--- src/rtl/fifo_flag_pkg.sv ---
package fifo_flag_pkg;
  localparam int NFLAG = 5;
  localparam int IDX_EMPTY  = 0;
  localparam int IDX_AEMPTY = 1;
  localparam int IDX_HALF   = 2;
  localparam int IDX_AFULL  = 3;
  localparam int IDX_FULL   = 4;

  localparam logic [1:0] ADDR_AE_OFF = 2'd0;
  localparam logic [1:0] ADDR_AF_OFF = 2'd1;
  localparam logic [1:0] ADDR_MODE   = 2'd2;

  typedef logic [NFLAG-1:0] flag_vec_t;
endpackage

--- src/rtl/fifo_flag_count.sv ---
module fifo_flag_count #(
  parameter int DEPTH = 512,
  parameter int CW    = $clog2(DEPTH) + 1
) (
  input  logic          clk,
  input  logic          rst,
  input  logic          wr_en,
  input  logic          rd_en,
  output logic [CW-1:0] count
);
  localparam logic [CW-1:0] FULL_V = CW'(DEPTH);

  logic wr_ok;
  logic rd_ok;

  assign wr_ok = wr_en && (count != FULL_V);
  assign rd_ok = rd_en && (count != '0);

  always_ff @(posedge clk) begin
    if (rst) begin
      count <= '0;
    end else if (wr_ok && !rd_ok) begin
      count <= count + 1'b1;
    end else if (rd_ok && !wr_ok) begin
      count <= count - 1'b1;
    end
  end
endmodule

--- src/rtl/fifo_flag_cfg.sv ---
module fifo_flag_cfg
  import fifo_flag_pkg::*;
#(
  parameter int OW      = 9,
  parameter int DEF_OFF = 8
) (
  input  logic          clk,
  input  logic          rst,
  input  logic          cfg_we,
  input  logic [1:0]    cfg_addr,
  input  logic [OW-1:0] cfg_wdata,
  output logic [OW-1:0] ae_off,
  output logic [OW-1:0] af_off,
  output flag_vec_t     mode
);
  always_ff @(posedge clk) begin
    if (rst) begin
      ae_off <= OW'(DEF_OFF);
      af_off <= OW'(DEF_OFF);
      mode   <= '0;
    end else if (cfg_we) begin
      case (cfg_addr)
        ADDR_AE_OFF: ae_off <= cfg_wdata;
        ADDR_AF_OFF: af_off <= cfg_wdata;
        ADDR_MODE:   mode   <= cfg_wdata[NFLAG-1:0];
        default:     ;
      endcase
    end
  end
endmodule

--- src/rtl/fifo_flag_eval.sv ---
module fifo_flag_eval
  import fifo_flag_pkg::*;
#(
  parameter int DEPTH = 512,
  parameter int CW    = $clog2(DEPTH) + 1,
  parameter int OW    = $clog2(DEPTH)
) (
  input  logic [CW-1:0] count,
  input  logic [OW-1:0] ae_off,
  input  logic [OW-1:0] af_off,
  output flag_vec_t     flag_now
);
  localparam logic [CW-1:0] FULL_V = CW'(DEPTH);
  localparam logic [CW-1:0] HALF_V = CW'(DEPTH / 2);

  logic [CW-1:0] space;

  always_comb begin
    space = FULL_V - count;
    flag_now[IDX_EMPTY]  = (count == '0);
    flag_now[IDX_AEMPTY] = (count <= CW'(ae_off));
    flag_now[IDX_HALF]   = (count > HALF_V);
    flag_now[IDX_AFULL]  = (space <= CW'(af_off));
    flag_now[IDX_FULL]   = (count == FULL_V);
  end
endmodule

--- src/rtl/fifo_flag_out.sv ---
module fifo_flag_out
  import fifo_flag_pkg::*;
#(
  parameter flag_vec_t RST_VEC = '0
) (
  input  logic      clk,
  input  logic      rst,
  input  flag_vec_t flag_now,
  input  flag_vec_t mode,
  output flag_vec_t flag_out
);
  for (genvar i = 0; i < NFLAG; i++) begin : g_flag
    logic q;
    always_ff @(posedge clk) begin
      if (rst) q <= RST_VEC[i];
      else     q <= flag_now[i];
    end
    assign flag_out[i] = mode[i] ? q : flag_now[i];
  end
endmodule

--- src/rtl/fifo_flag_gen.sv ---
module fifo_flag_gen
  import fifo_flag_pkg::*;
#(
  parameter int DEPTH   = 512,
  parameter int DEF_OFF = 8
) (
  input  logic                     clk,
  input  logic                     rst,
  input  logic                     wr_en,
  input  logic                     rd_en,
  input  logic                     cfg_we,
  input  logic [1:0]               cfg_addr,
  input  logic [$clog2(DEPTH)-1:0] cfg_wdata,
  output logic                     flag_empty,
  output logic                     flag_aempty,
  output logic                     flag_half,
  output logic                     flag_afull,
  output logic                     flag_full
);
  localparam int CW = $clog2(DEPTH) + 1;
  localparam int OW = $clog2(DEPTH);
  localparam flag_vec_t RST_VEC = {1'b0, (DEPTH <= DEF_OFF), 1'b0, 1'b1, 1'b1};

  logic [CW-1:0] count;
  logic [OW-1:0] ae_off;
  logic [OW-1:0] af_off;
  flag_vec_t     mode;
  flag_vec_t     flag_now;
  flag_vec_t     flag_out;

  fifo_flag_count #(.DEPTH(DEPTH), .CW(CW)) u_count (
    .clk(clk), .rst(rst), .wr_en(wr_en), .rd_en(rd_en), .count(count)
  );

  fifo_flag_cfg #(.OW(OW), .DEF_OFF(DEF_OFF)) u_cfg (
    .clk(clk), .rst(rst), .cfg_we(cfg_we), .cfg_addr(cfg_addr),
    .cfg_wdata(cfg_wdata), .ae_off(ae_off), .af_off(af_off), .mode(mode)
  );

  fifo_flag_eval #(.DEPTH(DEPTH), .CW(CW), .OW(OW)) u_eval (
    .count(count), .ae_off(ae_off), .af_off(af_off), .flag_now(flag_now)
  );

  fifo_flag_out #(.RST_VEC(RST_VEC)) u_out (
    .clk(clk), .rst(rst), .flag_now(flag_now), .mode(mode), .flag_out(flag_out)
  );

  assign flag_empty  = flag_out[IDX_EMPTY];
  assign flag_aempty = flag_out[IDX_AEMPTY];
  assign flag_half   = flag_out[IDX_HALF];
  assign flag_afull  = flag_out[IDX_AFULL];
  assign flag_full   = flag_out[IDX_FULL];
endmodule

--- config.mk ---
export PLATFORM = sky130hd
export DESIGN_NAME = fifo_flag_gen
export DESIGN_NICKNAME = d
export VERILOG_FILES = /design/src/rtl/fifo_flag_pkg.sv /design/src/rtl/fifo_flag_count.sv /design/src/rtl/fifo_flag_cfg.sv /design/src/rtl/fifo_flag_eval.sv /design/src/rtl/fifo_flag_out.sv /design/src/rtl/fifo_flag_gen.sv
export SDC_FILE = /design/constraint.sdc
export NUM_CORES = 1
export LEC_CHECK = 0
export BUFFER_PORTS_ARGS = -buffer_cell sky130_fd_sc_hd__buf_2
export CAP_MARGIN = 15
export CORE_ASPECT_RATIO = 1.25
export CORE_MARGIN = 8
export CORE_UTILIZATION = 64
export DETAILED_ROUTE_END_ITERATION = 8
export PLACE_DENSITY = 0.87
export SYNTH_ARGS = -nofsm -noshare
export SYNTH_HDL_FRONTEND = slang
export SYNTH_SLANG_ARGS = --single-unit
export TNS_END_PERCENT = 100
--- constraint.sdc ---
create_clock -name clk -period 5.6 [get_ports clk]
set_clock_uncertainty 0.1 [all_clocks]
set_input_delay 0 -clock clk [delete_from_list [all_inputs] [get_ports clk]]
set_output_delay 0 -clock clk [all_outputs]
set_load 0.01 [all_outputs]
* Yosys cells after proc, flatten, opt, wreduce, memory -nomap -nowiden *
Cells that the tools add are included.

storage, ports and cells
  bits in registers = 38
  bits of input ports = 16
  output and inout bits = 5
  logic and storage cells = 39

cells by class
  add/sub/neg operators = 3
  magnitude comparators = 3
  eq/ne operators = 4
  muxes and demuxes = 7
  reduce and logical (&&, ||, !) cells = 13

operator list
  operator                                              number
  <= comparator 10 x 9 -> 1 bit                         2
  2-to-1 mux 10 bit                                     2
  adder 10 x 1 -> 10 bit (second input constant)        1
  == test 10 bit (second input constant)                1
  > comparator 10 x 9 -> 1 bit (second input constant)  1
  zero test 10 bit                                      1
  != test 10 bit (second input constant)                1
  nonzero test 10 bit                                   1
  subtractor 10 x 1 -> 10 bit (second input constant)   1
  subtractor 10 bit (first input constant)              1
  AND reduction 2 bit                                   3
  2-to-1 mux 1 bit                                      5
  logical AND 1 bit                                     4
  == test 2 x 1 -> 1 bit (second input constant)        1
  == test 2 bit (second input constant)                 1
  zero test 1 bit                                       2
  zero test 2 bit                                       1
  nonzero test 2 bit                                    1

* Longest topological paths before layout *
  depth in word-level cells = 6
  gate-level depth with buffers = 15
  gate-level depth less buffers = 15

* By module *
Synthesis repeated with hierarchy kept, for this count alone.

unflattened totals
  cells, all modules = 298
  area total of the unflattened synthesis = 2,718.9 um2

modules (own cells, without submodules)
  module           times used  cells each  area an instance (um2)
  fifo_flag_cfg    1           89          955.9
  fifo_flag_count  1           108         890.9
  fifo_flag_eval   1           86          665.6
  fifo_flag_out    1           15          206.4

* Worst setup path before layout *
No wires, ideal clock.

  path kind = reg-to-reg
  start = register u_count.count[0]
  end = register u_count.count[6]
  data arrival time = 3.273 ns
  required time = 5.378 ns
  setup slack = 2.105 ns
  cell stages (with the launch flop) = 16
  cells stage by stage = dfxtp_1 inv_1 ha_1 nor3b_1 nand2_1 nor3_2 nand2_1 and2_1 ha_1 inv_1 ha_1 and2b_1 o31a_2 o21ai_1 a2111oi_0 a311o_1

between the ends
  word-level cells in the longest chain between the ends = 5
  elaborated cells on any way between the ends = 13
  those cells by class = add/sub: 2; eq/ne: 1; mux: 2; reduce/logical: 8

RTL lines
  item                                                                                 RTL line               RTL
  start, declared                                                                      fifo_flag_count.sv:9   output logic [CW-1:0] count
  start signal, assigned                                                               fifo_flag_count.sv:23  count <= count + 1'b1;
  start signal, assigned                                                               fifo_flag_count.sv:25  count <= count - 1'b1;
  parallel branches: the longest is 5 deep, another holds subtractor 10 x 1 -> 10 bit  --

Several ways; the timed one is not identified. The select of a mux whose other input is x is not followed.
A chain may end at the register's enable or synchronous reset.

* Worst setup path after layout *
Same ends and word-level chain as after synthesis.

==> run summary <==
largest net degree at the start of global routing: 48
Sequential Power Share: 26.3%
EDFF count, synth: 0
setup violators final: 0
Global Route Usage Sum: 19.7%
WL final: 5720 um
CP arrival: 4.06 ns
buffers inserted by post-CTS timing repair: 0
Sw Pwr: 687 uW
Starting DRT DRC Count: 148
most common cell after layout, fill and taps aside: nor2_1
PD cells: 557 nW/um2
first-pass GRT wire length: 9580 um
final hold violation count: 0
Synth Area per Inst: 8.32 um2
Max Fclk: 0.251 GHz
clk slew on worst S/H paths: 0.07 ns
WP data required: 5.68 ns
VDD IR max: 0.000367 V
internal power: 840 uW
GPL Wtd Cong: 0.857
Final TNS setup: 0 ns
TritonCTS clock tree: built
Async SR Flop Fraction: 0%
CP Launch Point: u_count.count[0]
Seq/Total Area, Yosys: 30.8%
crit start category: flop
Synth warnings: 0
drt pass-1 iters: 4
Worst-Skew Late Latency: 0.29 ns
post-synthesis instance area: 2470 um2
reg2reg setup slack: 1.62 ns
final worst path period need: 3.98 ns
Final HPWL DP: 4010 um
number of global-route vias before repair: 2106
cell count after synthesis: 297
leading cell types in the layout, fill and taps excluded: 49 x nor2_1, 38 x dfxtp_1, 28 x ha_1, 23 x inv_1, 21 x a21oi_1
Core Area: 3750 um2
Tightest Pin Transition: 1.10 ns
Seq cells post-synth: 38
net count after synthesis: 342
antenna-violating nets left: 0
# DRC: 0
Post-CTS Resized: 0
Initial Util: 65.8%
clock network fraction of total power: 11.4%
DR WL/cell: 15.8 um
Inserted Diodes: 0
root buf cell: clkbuf_8
min-delay worst type: in2reg
Distinct cells, synth: 51
outcome: complete, no violations
Area growth, synth to finish: 10.9%
fin. max-slew vios: 0
# hold bufs at CTS: 9
sw frac: 45.0%
die height: 85.5 um
Primary FF master, synth: dfxtp_1
FP Rows: 25
PortBufs: 20
# IOs: 21
leakage power: 1.25 nW
Crit. End Element: flop
min-delay src: cfg_addr[0]
WS Path Type: reg2reg
Nets: 368
RSZ-0062 raised after global routing: false
CTS max path bufs: 2
# Max-Cap Violations: 0
share of layout cells above drive strength 1: 12.1%
Pwr Total: 1.53 mW
CTS H-tree lvls: 2
die area: 6120 um2
Slew HR: 26.1%
R2R Path Start: u_count.count[0]
CP Max Fanout: 9
Fillers: 297
gr ovfl total: 0
routed vias/inst: 5.91
Final Cycle Share: 71.1%
overall die width: 71.6 um
initial antenna violation count: 0
CTS Buf Count: 5
total number of vias: 2145
Num Clock Sinks: 38
combinational power share: 62.3%
-- metal layers --
layer  share of wire [%]  GRT usage, %
met4                 3.4          11.0
met3                 4.3          3.54
met2                  51          34.8
met5                   0             0
met1                  41          21.3
-- power by group through the flow --
stage	sequential, mW	clock [mW]	combinational, mW
2_1_floorplan	0.374	0	0.748
3_3_place_gp	0.400	0	0.894
3_5_place_dp	0.403	0	0.924
4_1_cts	0.400	0.177	0.945
5_1_grt	0.410	0.190	1.07
6_report	0.401	0.174	0.951
-- synthesized netlist by cell type, types with 2 or more instances --
cell	n	area share [%]
a31oi_1	2	0.51
o31a_2	2	0.81
inv_1	23	3.5
ha_1	28	14
a21o_1	4	1.2
o21ai_0	7	1.4
buf_2	2	0.41
nor2b_1	3	0.76
nor2_1	49	7.4
o31ai_1	2	0.61
a211o_1	2	0.71
nor3_1	8	1.6
mux2i_1	15	6.1
xnor2_1	4	1.4
o21ai_1	4	0.81
o21bai_2	2	0.91
a21oi_1	21	4.3
nand2b_1	5	1.3
nand4_1	2	0.51
nor3_2	2	0.81
xor2_1	5	1.8
or4_1	3	0.91
nand3b_1	3	0.91
nand3_1	2	0.41
clkbuf_1	6	0.91
nor3b_1	4	1.2
o21a_1	6	1.8
buf_4	2	0.61
a211oi_1	2	0.61
dfxtp_1	38	31
nand2_1	19	2.9
-- worst max-delay path, stage by stage, from the launching register on --
cell and delay (ns):
dfxtp_1 0.38, inv_1 0.18, ha_1 0.21, nor3b_1 0.40
nand2_1 0.16, nor3_2 0.19, nand2_1 0.13, and2_1 0.20
ha_1 0.26, inv_1 0.26, ha_1 0.33, and2b_1 0.20
o31a_2 0.32, o21ai_1 0.16, a2111oi_0 0.11, a311o_1 0.30
-- registers in the layout (all words and copies together), names as in the netlist --
name and flops:
u_count.count 10, u_cfg.ae_off 9, u_cfg.af_off 9, u_cfg.mode 5, u_out.g_flag.q 5
-- per-stage QoR --
stage                     worst slack (ns)  hold WS (ns)  instances  cell area, um2  util (%)
after floorplan                       2.11        0.0178        297            2470         -
after global placement                1.85         0.135        347            2570      68.5
after detailed placement              1.69         0.139        347            2570      68.5
after CTS                             1.63         0.109        363            2740      73.0
after global routing                  1.29         0.137        363            2740      73.0
final                                 1.62         0.116        363            2740      73.0
-- final timing paths --
kind,to,depth (start not counted)
hold / removal,u_cfg.ae_off[3],4
setup / recovery,u_count.count[6],15
hold reg to reg,u_cfg.af_off[2],2
setup reg to reg,u_count.count[6],15
-- kinds of logic (layout without fill, tap and decap cells) --
| logic type | count (synthesis) | after routing | synth area share (%) |
|---|---|---|---|
| xor+xnor | 9 | 9 | 3.19 |
| buf+inv | 33 | 59 | 5.42 |
| simple gates | 110 | 110 | 22.0 |
| flops | 38 | 38 | 30.8 |
| compound gates | 62 | 62 | 17.0 |
| mux | 16 | 16 | 6.53 |
| fa+ha+maj | 29 | 29 | 15.0 |
-- cell type report --
class	instances	area, um2	share of cell area, %
Clock buffer	7	76.3	2.79
Inverter	23	86.3	3.15
Multi-Input combinational cell	226	1580	57.5
Sequential cell	38	761	27.8
Tap cell	40	50.0	1.83
Timing Repair Buffer	29	190	6.94
Note: power is estimated with default switching activity, not from simulation.
